==> src/rtl/split_tmr_pkg.sv <==
package split_tmr_pkg;
  localparam int unsigned DATA_W = 8;
  localparam int unsigned ADDR_W = 3;

  localparam logic [ADDR_W-1:0] A_CTRL   = 3'd0;
  localparam logic [ADDR_W-1:0] A_FLAGS  = 3'd1;
  localparam logic [ADDR_W-1:0] A_RLD_LO = 3'd2;
  localparam logic [ADDR_W-1:0] A_CNT_LO = 3'd4;

  typedef enum logic [1:0] {
    SRC_DIV_SYS = 2'b00,
    SRC_RTC     = 2'b01,
    SRC_RSVD    = 2'b10,
    SRC_CMP     = 2'b11
  } src_sel_e;

  typedef struct packed {
    logic     lo_irq_en;
    logic     irq_en;
    src_sel_e ext_sel;
    logic     mode_lo;
    logic     mode_hi;
    logic     run_hi;
    logic     split;
  } ctrl_t;
endpackage

==> src/rtl/split_tmr_edge_sync.sv <==
module split_tmr_edge_sync #(
  parameter int unsigned STAGES = 2
) (
  input  logic clk_i,
  input  logic rst_ni,
  input  logic async_i,
  output logic rise_o
);
  logic [STAGES:0] sh_q;

  always_ff @(posedge clk_i or negedge rst_ni) begin
    if (!rst_ni) sh_q <= '0;
    else         sh_q <= {sh_q[STAGES-1:0], async_i};
  end

  assign rise_o = sh_q[STAGES-1] & ~sh_q[STAGES];
endmodule

==> src/rtl/split_tmr_ticks.sv <==
module split_tmr_ticks #(
  parameter int unsigned DIV_SYS     = 12,
  parameter int unsigned DIV_RTC     = 8,
  parameter int unsigned SYNC_STAGES = 2
) (
  input  logic clk_i,
  input  logic rst_ni,
  input  logic rtc_i,
  input  logic cmp_i,
  output logic sys_tick_o,
  output logic rtc_tick_o,
  output logic cmp_tick_o
);
  localparam int unsigned SW = (DIV_SYS > 1) ? $clog2(DIV_SYS) : 1;
  localparam int unsigned RW = (DIV_RTC > 1) ? $clog2(DIV_RTC) : 1;
  localparam logic [SW-1:0] SYS_LAST = SW'(DIV_SYS - 1);
  localparam logic [RW-1:0] RTC_LAST = RW'(DIV_RTC - 1);

  logic [SW-1:0] sys_q;
  logic [RW-1:0] rtc_q;
  logic          rtc_rise;

  split_tmr_edge_sync #(.STAGES(SYNC_STAGES)) u_rtc_sync (
    .clk_i, .rst_ni, .async_i(rtc_i), .rise_o(rtc_rise)
  );
  split_tmr_edge_sync #(.STAGES(SYNC_STAGES)) u_cmp_sync (
    .clk_i, .rst_ni, .async_i(cmp_i), .rise_o(cmp_tick_o)
  );

  // free-running prescalers, enable pulses only
  always_ff @(posedge clk_i or negedge rst_ni) begin
    if (!rst_ni)               sys_q <= '0;
    else if (sys_q == SYS_LAST) sys_q <= '0;
    else                       sys_q <= sys_q + 1'b1;
  end

  always_ff @(posedge clk_i or negedge rst_ni) begin
    if (!rst_ni) rtc_q <= '0;
    else if (rtc_rise) begin
      if (rtc_q == RTC_LAST) rtc_q <= '0;
      else                   rtc_q <= rtc_q + 1'b1;
    end
  end

  assign sys_tick_o = (sys_q == SYS_LAST);
  assign rtc_tick_o = rtc_rise && (rtc_q == RTC_LAST);
endmodule

==> src/rtl/split_tmr_half.sv <==
module split_tmr_half #(
  parameter int unsigned W = 8
) (
  input  logic         clk_i,
  input  logic         rst_ni,
  input  logic         cnt_we_i,
  input  logic         rld_we_i,
  input  logic [W-1:0] wdata_i,
  input  logic         step_i,
  output logic [W-1:0] cnt_o,
  output logic [W-1:0] rld_o,
  output logic         wrap_o
);
  logic [W-1:0] cnt_q, rld_q;

  assign wrap_o = step_i && !cnt_we_i && (cnt_q == '1);

  always_ff @(posedge clk_i or negedge rst_ni) begin
    if (!rst_ni)       rld_q <= '0;
    else if (rld_we_i) rld_q <= wdata_i;
  end

  // software write wins over a count step
  always_ff @(posedge clk_i or negedge rst_ni) begin
    if (!rst_ni)       cnt_q <= '0;
    else if (cnt_we_i) cnt_q <= wdata_i;
    else if (wrap_o)   cnt_q <= rld_q;
    else if (step_i)   cnt_q <= cnt_q + 1'b1;
  end

  assign cnt_o = cnt_q;
  assign rld_o = rld_q;
endmodule

==> src/rtl/split_reload_timer.sv <==
module split_reload_timer
  import split_tmr_pkg::*;
#(
  parameter int unsigned DIV_SYS     = 12,
  parameter int unsigned DIV_RTC     = 8,
  parameter int unsigned SYNC_STAGES = 2
) (
  input  logic              clk_i,
  input  logic              rst_ni,
  input  logic              we_i,
  input  logic [ADDR_W-1:0] addr_i,
  input  logic [DATA_W-1:0] wdata_i,
  output logic [DATA_W-1:0] rdata_o,
  input  logic              rtc_i,
  input  logic              cmp_i,
  output logic              irq_o
);
  ctrl_t                  ctrl_q;
  logic [1:0]             flags_q;
  logic [1:0][DATA_W-1:0] cnt_q;
  logic [1:0][DATA_W-1:0] reload_q;
  logic [1:0]             cnt_en;
  logic [1:0]             wrap;
  logic [1:0]             mode_sys;
  logic [1:0]             run;
  logic                   sys_tick, rtc_tick, cmp_tick;

  split_tmr_ticks #(
    .DIV_SYS(DIV_SYS), .DIV_RTC(DIV_RTC), .SYNC_STAGES(SYNC_STAGES)
  ) u_ticks (
    .clk_i, .rst_ni, .rtc_i, .cmp_i,
    .sys_tick_o(sys_tick), .rtc_tick_o(rtc_tick), .cmp_tick_o(cmp_tick)
  );

  assign mode_sys = {ctrl_q.mode_hi, ctrl_q.mode_lo};
  assign run      = {ctrl_q.split & ctrl_q.run_hi, ctrl_q.split};

  for (genvar h = 0; h < 2; h++) begin : g_half
    localparam logic [ADDR_W-1:0] RA = A_RLD_LO + ADDR_W'(h);
    localparam logic [ADDR_W-1:0] CA = A_CNT_LO + ADDR_W'(h);
    logic src;

    always_comb begin
      if (mode_sys[h]) src = 1'b1;
      else begin
        unique case (ctrl_q.ext_sel)
          SRC_DIV_SYS: src = sys_tick;
          SRC_RTC:     src = rtc_tick;
          SRC_CMP:     src = cmp_tick;
          default:     src = 1'b0;
        endcase
      end
    end

    assign cnt_en[h] = src & run[h];

    split_tmr_half #(.W(DATA_W)) u_half (
      .clk_i, .rst_ni,
      .cnt_we_i(we_i && (addr_i == CA)),
      .rld_we_i(we_i && (addr_i == RA)),
      .wdata_i,
      .step_i(cnt_en[h]),
      .cnt_o(cnt_q[h]),
      .rld_o(reload_q[h]),
      .wrap_o(wrap[h])
    );
  end

  always_ff @(posedge clk_i or negedge rst_ni) begin
    if (!rst_ni)                         ctrl_q <= '0;
    else if (we_i && addr_i == A_CTRL)   ctrl_q <= ctrl_t'(wdata_i);
  end

  // an overflow on the write edge keeps its flag set
  always_ff @(posedge clk_i or negedge rst_ni) begin
    if (!rst_ni)                         flags_q <= '0;
    else if (we_i && addr_i == A_FLAGS)  flags_q <= wdata_i[1:0] | wrap;
    else                                 flags_q <= flags_q | wrap;
  end

  always_comb begin
    unique case (addr_i)
      A_CTRL:         rdata_o = ctrl_q;
      A_FLAGS:        rdata_o = {{(DATA_W-2){1'b0}}, flags_q};
      A_RLD_LO:       rdata_o = reload_q[0];
      A_RLD_LO + 3'd1: rdata_o = reload_q[1];
      A_CNT_LO:       rdata_o = cnt_q[0];
      A_CNT_LO + 3'd1: rdata_o = cnt_q[1];
      default:        rdata_o = '0;
    endcase
  end

  assign irq_o = ctrl_q.irq_en & (flags_q[1] | (ctrl_q.lo_irq_en & flags_q[0]));
endmodule

==> config.mk <==
export PLATFORM = sky130hd
export DESIGN_NAME = split_reload_timer
export DESIGN_NICKNAME = d
export VERILOG_FILES = /design/src/rtl/split_tmr_pkg.sv /design/src/rtl/split_tmr_edge_sync.sv /design/src/rtl/split_tmr_ticks.sv /design/src/rtl/split_tmr_half.sv /design/src/rtl/split_reload_timer.sv
export SDC_FILE = /design/constraint.sdc
export NUM_CORES = 1
export LEC_CHECK = 0
export ABC_AREA = 1
export BUFFER_PORTS_ARGS = -buffer_cell sky130_fd_sc_hd__buf_4
export CAP_MARGIN = 20
export CORE_MARGIN = 1
export CORE_UTILIZATION = 62
export CTS_BUF_LIST = sky130_fd_sc_hd__clkbuf_8
export DETAILED_ROUTE_END_ITERATION = 8
export PLACE_DENSITY = 0.87
export SYNTH_ARGS = -nofsm -noshare
export SYNTH_HDL_FRONTEND = slang
export SYNTH_SLANG_ARGS = --single-unit
export TNS_END_PERCENT = 1
==> constraint.sdc <==
create_clock -name clk_i -period 1.8 [get_ports clk_i]
set_clock_uncertainty 0.1 [all_clocks]
set_input_delay 0.09 -clock clk_i [delete_from_list [all_inputs] [get_ports clk_i]]
set_output_delay 0.09 -clock clk_i [all_outputs]
set_load 0.02 [all_outputs]
==> results.yml <==
status:
  status: "finished, final reports clean"
global_route:
  antenna_found_initial: 0
  gr-total-overflow: 0
  grt_max_degree: 56
  grtUsageTotal: 0.339
  grt_pass1_vias: 2786
  grt_pass1_wl_um: 13400
pwr:
  p_leak_uw: 0.00185
  finalPower_uw: 4000
  max-vdd-ir-drop_mv: 0.683
  comb_power_share: 0.340
  power_density_mw_per_mm2: 1100
  clockPowerShare: 0.175
  switching_share: 0.396
  p_switching_uw: 1580
  internal-power_uw: 2410
  p_seq_frac: 0.485
synth:
  yosysSeqAreaShare: 0.440
  synth_area_leaders: "dfrtp_1 44%, nand2_1 15%, nand3_1 7.2%"
  synth_flop_cell: "dfrtp_1"
  syn_area_per_cell_sq_um: 7.90
  synth_top_cell_by_area: "dfrtp_1"
  synth-edff-count: 0
  synth_commonest_cells: "122 x nand2_1, 55 x dfrtp_1, 45 x nand3_1, 43 x inv_1, 26 x o21ai_0"
  syn_nets: 417
  syn-cell-area_sq_mm: 0.00313
  async_flop_share: 1.00
  synth_top_area_frac: 0.440
  yosys.cell_types.count: 34
  syn-instance-count: 396
  synth-seq-cells: 55
  yosysMostFrequentCell: "nand2_1"
  ys_warn_count: 0
sta:
  slew_violations: 0
  fmax_mhz: 563
  slew-limit-headroom: 0.536
  fin_setup_tns_ns: 0
  fin_crit_ns: 1.78
  setup_viol: 0
  finalHoldViolCount: 0
  grt_setup_unrepaired: "true"
  worst_pin_slew_ns: 0.696
  period_share: 0.986
  whs_ns: 0.0151
clocking:
  htree_levels: 2
  cts_tree: "done"
  cts-root-buf: "clkbuf_8"
  clkSinkCount: 55
  clk_path_buf_depth: 2
  cts_made_buffers: 5
  path_clk_slew_ns: 0.09
  clk-insertion-delay-late_ns: 0.31
place:
  hpwl_um: 6020
  gp_congestion: 0.948
  io_buffer_count: 24
  placed_area_sq_mm: 0.00337
worst_setup_path:
  crit_path_end_kind: "register"
  max_stage_delay_ns: 0.40
  startpoint_type: "register"
  path_class: "register to register"
  r2r-start: "u_ticks.rtc_q[1]$_DFFE_PN0P_"
  path_max_fanout: 7
  crit_chain: "ha_1 -> ha_2 -> nand3_2 -> buf_4 -> nand4_4 -> nand2_4 -> nor2_4 -> nand2_1 -> nand3_1"
  arrival_ns: 1.92
  crit_required_ns: 1.95
  reg2reg_to: "flags_q[0]$_DFF_PN0_"
  reg2reg_setup_slack_ns: 0.02
  cpMaxStageDelayCell: "dfrtp_1"
  r2r.worst_path.cells: 9
floorplan:
  rows: 25
  io_pins: 25
  start_util: 0.654
  die_h_um: 73.0
  core_area_sq_mm: 0.00479
  die_x_um: 73.0
  die_area_sq_mm: 0.00533
finish:
  regArea_sq_mm: 0.00138
  utilization: 0.762
  antennaDiodeCount: 0
  drive_above_1_share: 0.190
  fin_area_sq_mm: 0.00365
  layout.nets: 463
  multi_input_area_sq_mm: 0.00156
  syn_to_final_growth_pct: 16.6
  fill_cells: 369
min_path:
  whs_path_depth: 4
  hp-class: "input pin to register"
  hold_path_startpoint: "addr_i[1]"
  min_to: "flags_q[1]$_DFF_PN0_"
detailed_routing:
  vias: 2989
  drt-initial-drc-count: 242
  ant_nets: 0
  drc: 0
  routed_via_density: 5.87
  finalWirelength_um: 8530
  detail_route.wl_per_cell_um: 16.7
  drt-pass1-iter-count: 5
job:
  drv_cap: 0
[power groups by stage]
stage / registers, uW / clock network, uW / logic, uW
finish: 1940 / 698 / 1360
global route: 1970 / 750 / 1510
global placement: 1930 / 0 / 1180
floorplan: 1830 / 0 / 869
CTS: 1920 / 698 / 1250
detailed placement: 1940 / 0 / 1220
[worst max-delay path by stage]
stage | depth (start not counted) | slack (ns) | startpoint | endpoint
6_report | 9 | 0.02 | u_ticks.rtc_q[1]$_DFFE_PN0P_ | flags_q[0]$_DFF_PN0_
5_1_grt | 9 | -0.03 | u_ticks.rtc_q[1]$_DFFE_PN0P_ | flags_q[0]$_DFF_PN0_
4_1_cts | 8 | 0.02 | u_ticks.rtc_q[0]$_DFFE_PN0P_ | flags_q[0]$_DFF_PN0_
3_5_place_dp | 8 | 0.03 | u_ticks.rtc_q[0]$_DFFE_PN0P_ | flags_q[0]$_DFF_PN0_
3_3_place_gp | 8 | 0.16 | u_ticks.rtc_q[0]$_DFFE_PN0P_ | flags_q[0]$_DFF_PN0_
2_1_floorplan | 8 | 0.29 | u_ticks.rtc_q[0]$_DFFE_PN0P_ | g_half[1].u_half.cnt_o[5]$_DFFE_PN0P_
[cell usage in the layout, fill, tap and decap left out, drive strengths merged, types with 3 or more instances in the layout]
cell | Yosys | routed
buf | 4 | 30
dfrtp | 55 | 55
o2111ai | 3 | 3
o211ai | 4 | 4
nand4 | 10 | 10
ha | 5 | 5
o21ai | 34 | 34
inv | 52 | 52
nand3 | 47 | 47
a22oi | 5 | 5
nand2 | 133 | 135
clkbuf | 0 | 6
xor2 | 4 | 4
nor2 | 25 | 25
dlygate4sd3 | 0 | 11
a21oi | 6 | 6
[cell type report]
class                           count  share of cell area
Tap cell                           67              0.0230
Clock buffer                        6              0.0226
Sequential cell                    55               0.377
Timing Repair Buffer               41              0.0920
Clock inverter                      1             0.00137
Inverter                           52              0.0556
Multi-Input combinational cell    287               0.428
[worst max-delay path: cells and delay by family, from the launching register on]
family                   cells  cell delay [ns]
adder cells (fa/ha/maj)      2             0.41
buffers and inverters        1             0.16
flip-flops                   1             0.40
AND/OR/NAND/NOR              6             0.63
[per-stage QoR]
stage	worst slack [ns]	cells
after global placement	0.164	485
after detailed placement	0.0269	485
after global routing	-0.0282	509
after floorplan	0.290	396
final	0.0244	509
after CTS	0.0170	503
[state kept, by name, summed over array words and instances, names as in the netlist]
signal / count
g_half.u_half.cnt_o: 16
g_half.u_half.rld_o: 16
ctrl_q: 8
u_ticks.sys_q: 4
u_ticks.rtc_q: 3
u_ticks.u_cmp_sync.sh_q: 3
u_ticks.u_rtc_sync.sh_q: 3
flags_q: 2
[cells by family (layout without fill, tap and decap cells)]
family	count (synthesis)	count (layout)	share of synthesized area
AND/OR/NAND/NOR	216	218	0.330
AO/OA/AOI/OAI	59	59	0.120
buffers and inverters	56	100	0.0760
flip-flops	55	55	0.440
adder cells (fa/ha/maj)	5	5	0.0200
XOR/XNOR	5	5	0.0140
[repair_timing]
action                                  in CTS  in global routing
endpoints found under the setup margin       0                 14
gates resized for setup                      0                  8
endpoints found under the hold margin       74                  0
setup buffers                                0                  4
hold buffers                                11                  0
[routing by layer]
metal	track usage	share of wire	up-vias
met3	0.0953	0.099	25
met1	0.480	0.42	1396
met2	0.497	0.45	168
met4	0.126	0.030	0
met5	0	0	-
li1	-	-	1400
No activity file was read; power rests on OpenSTA's default activity.
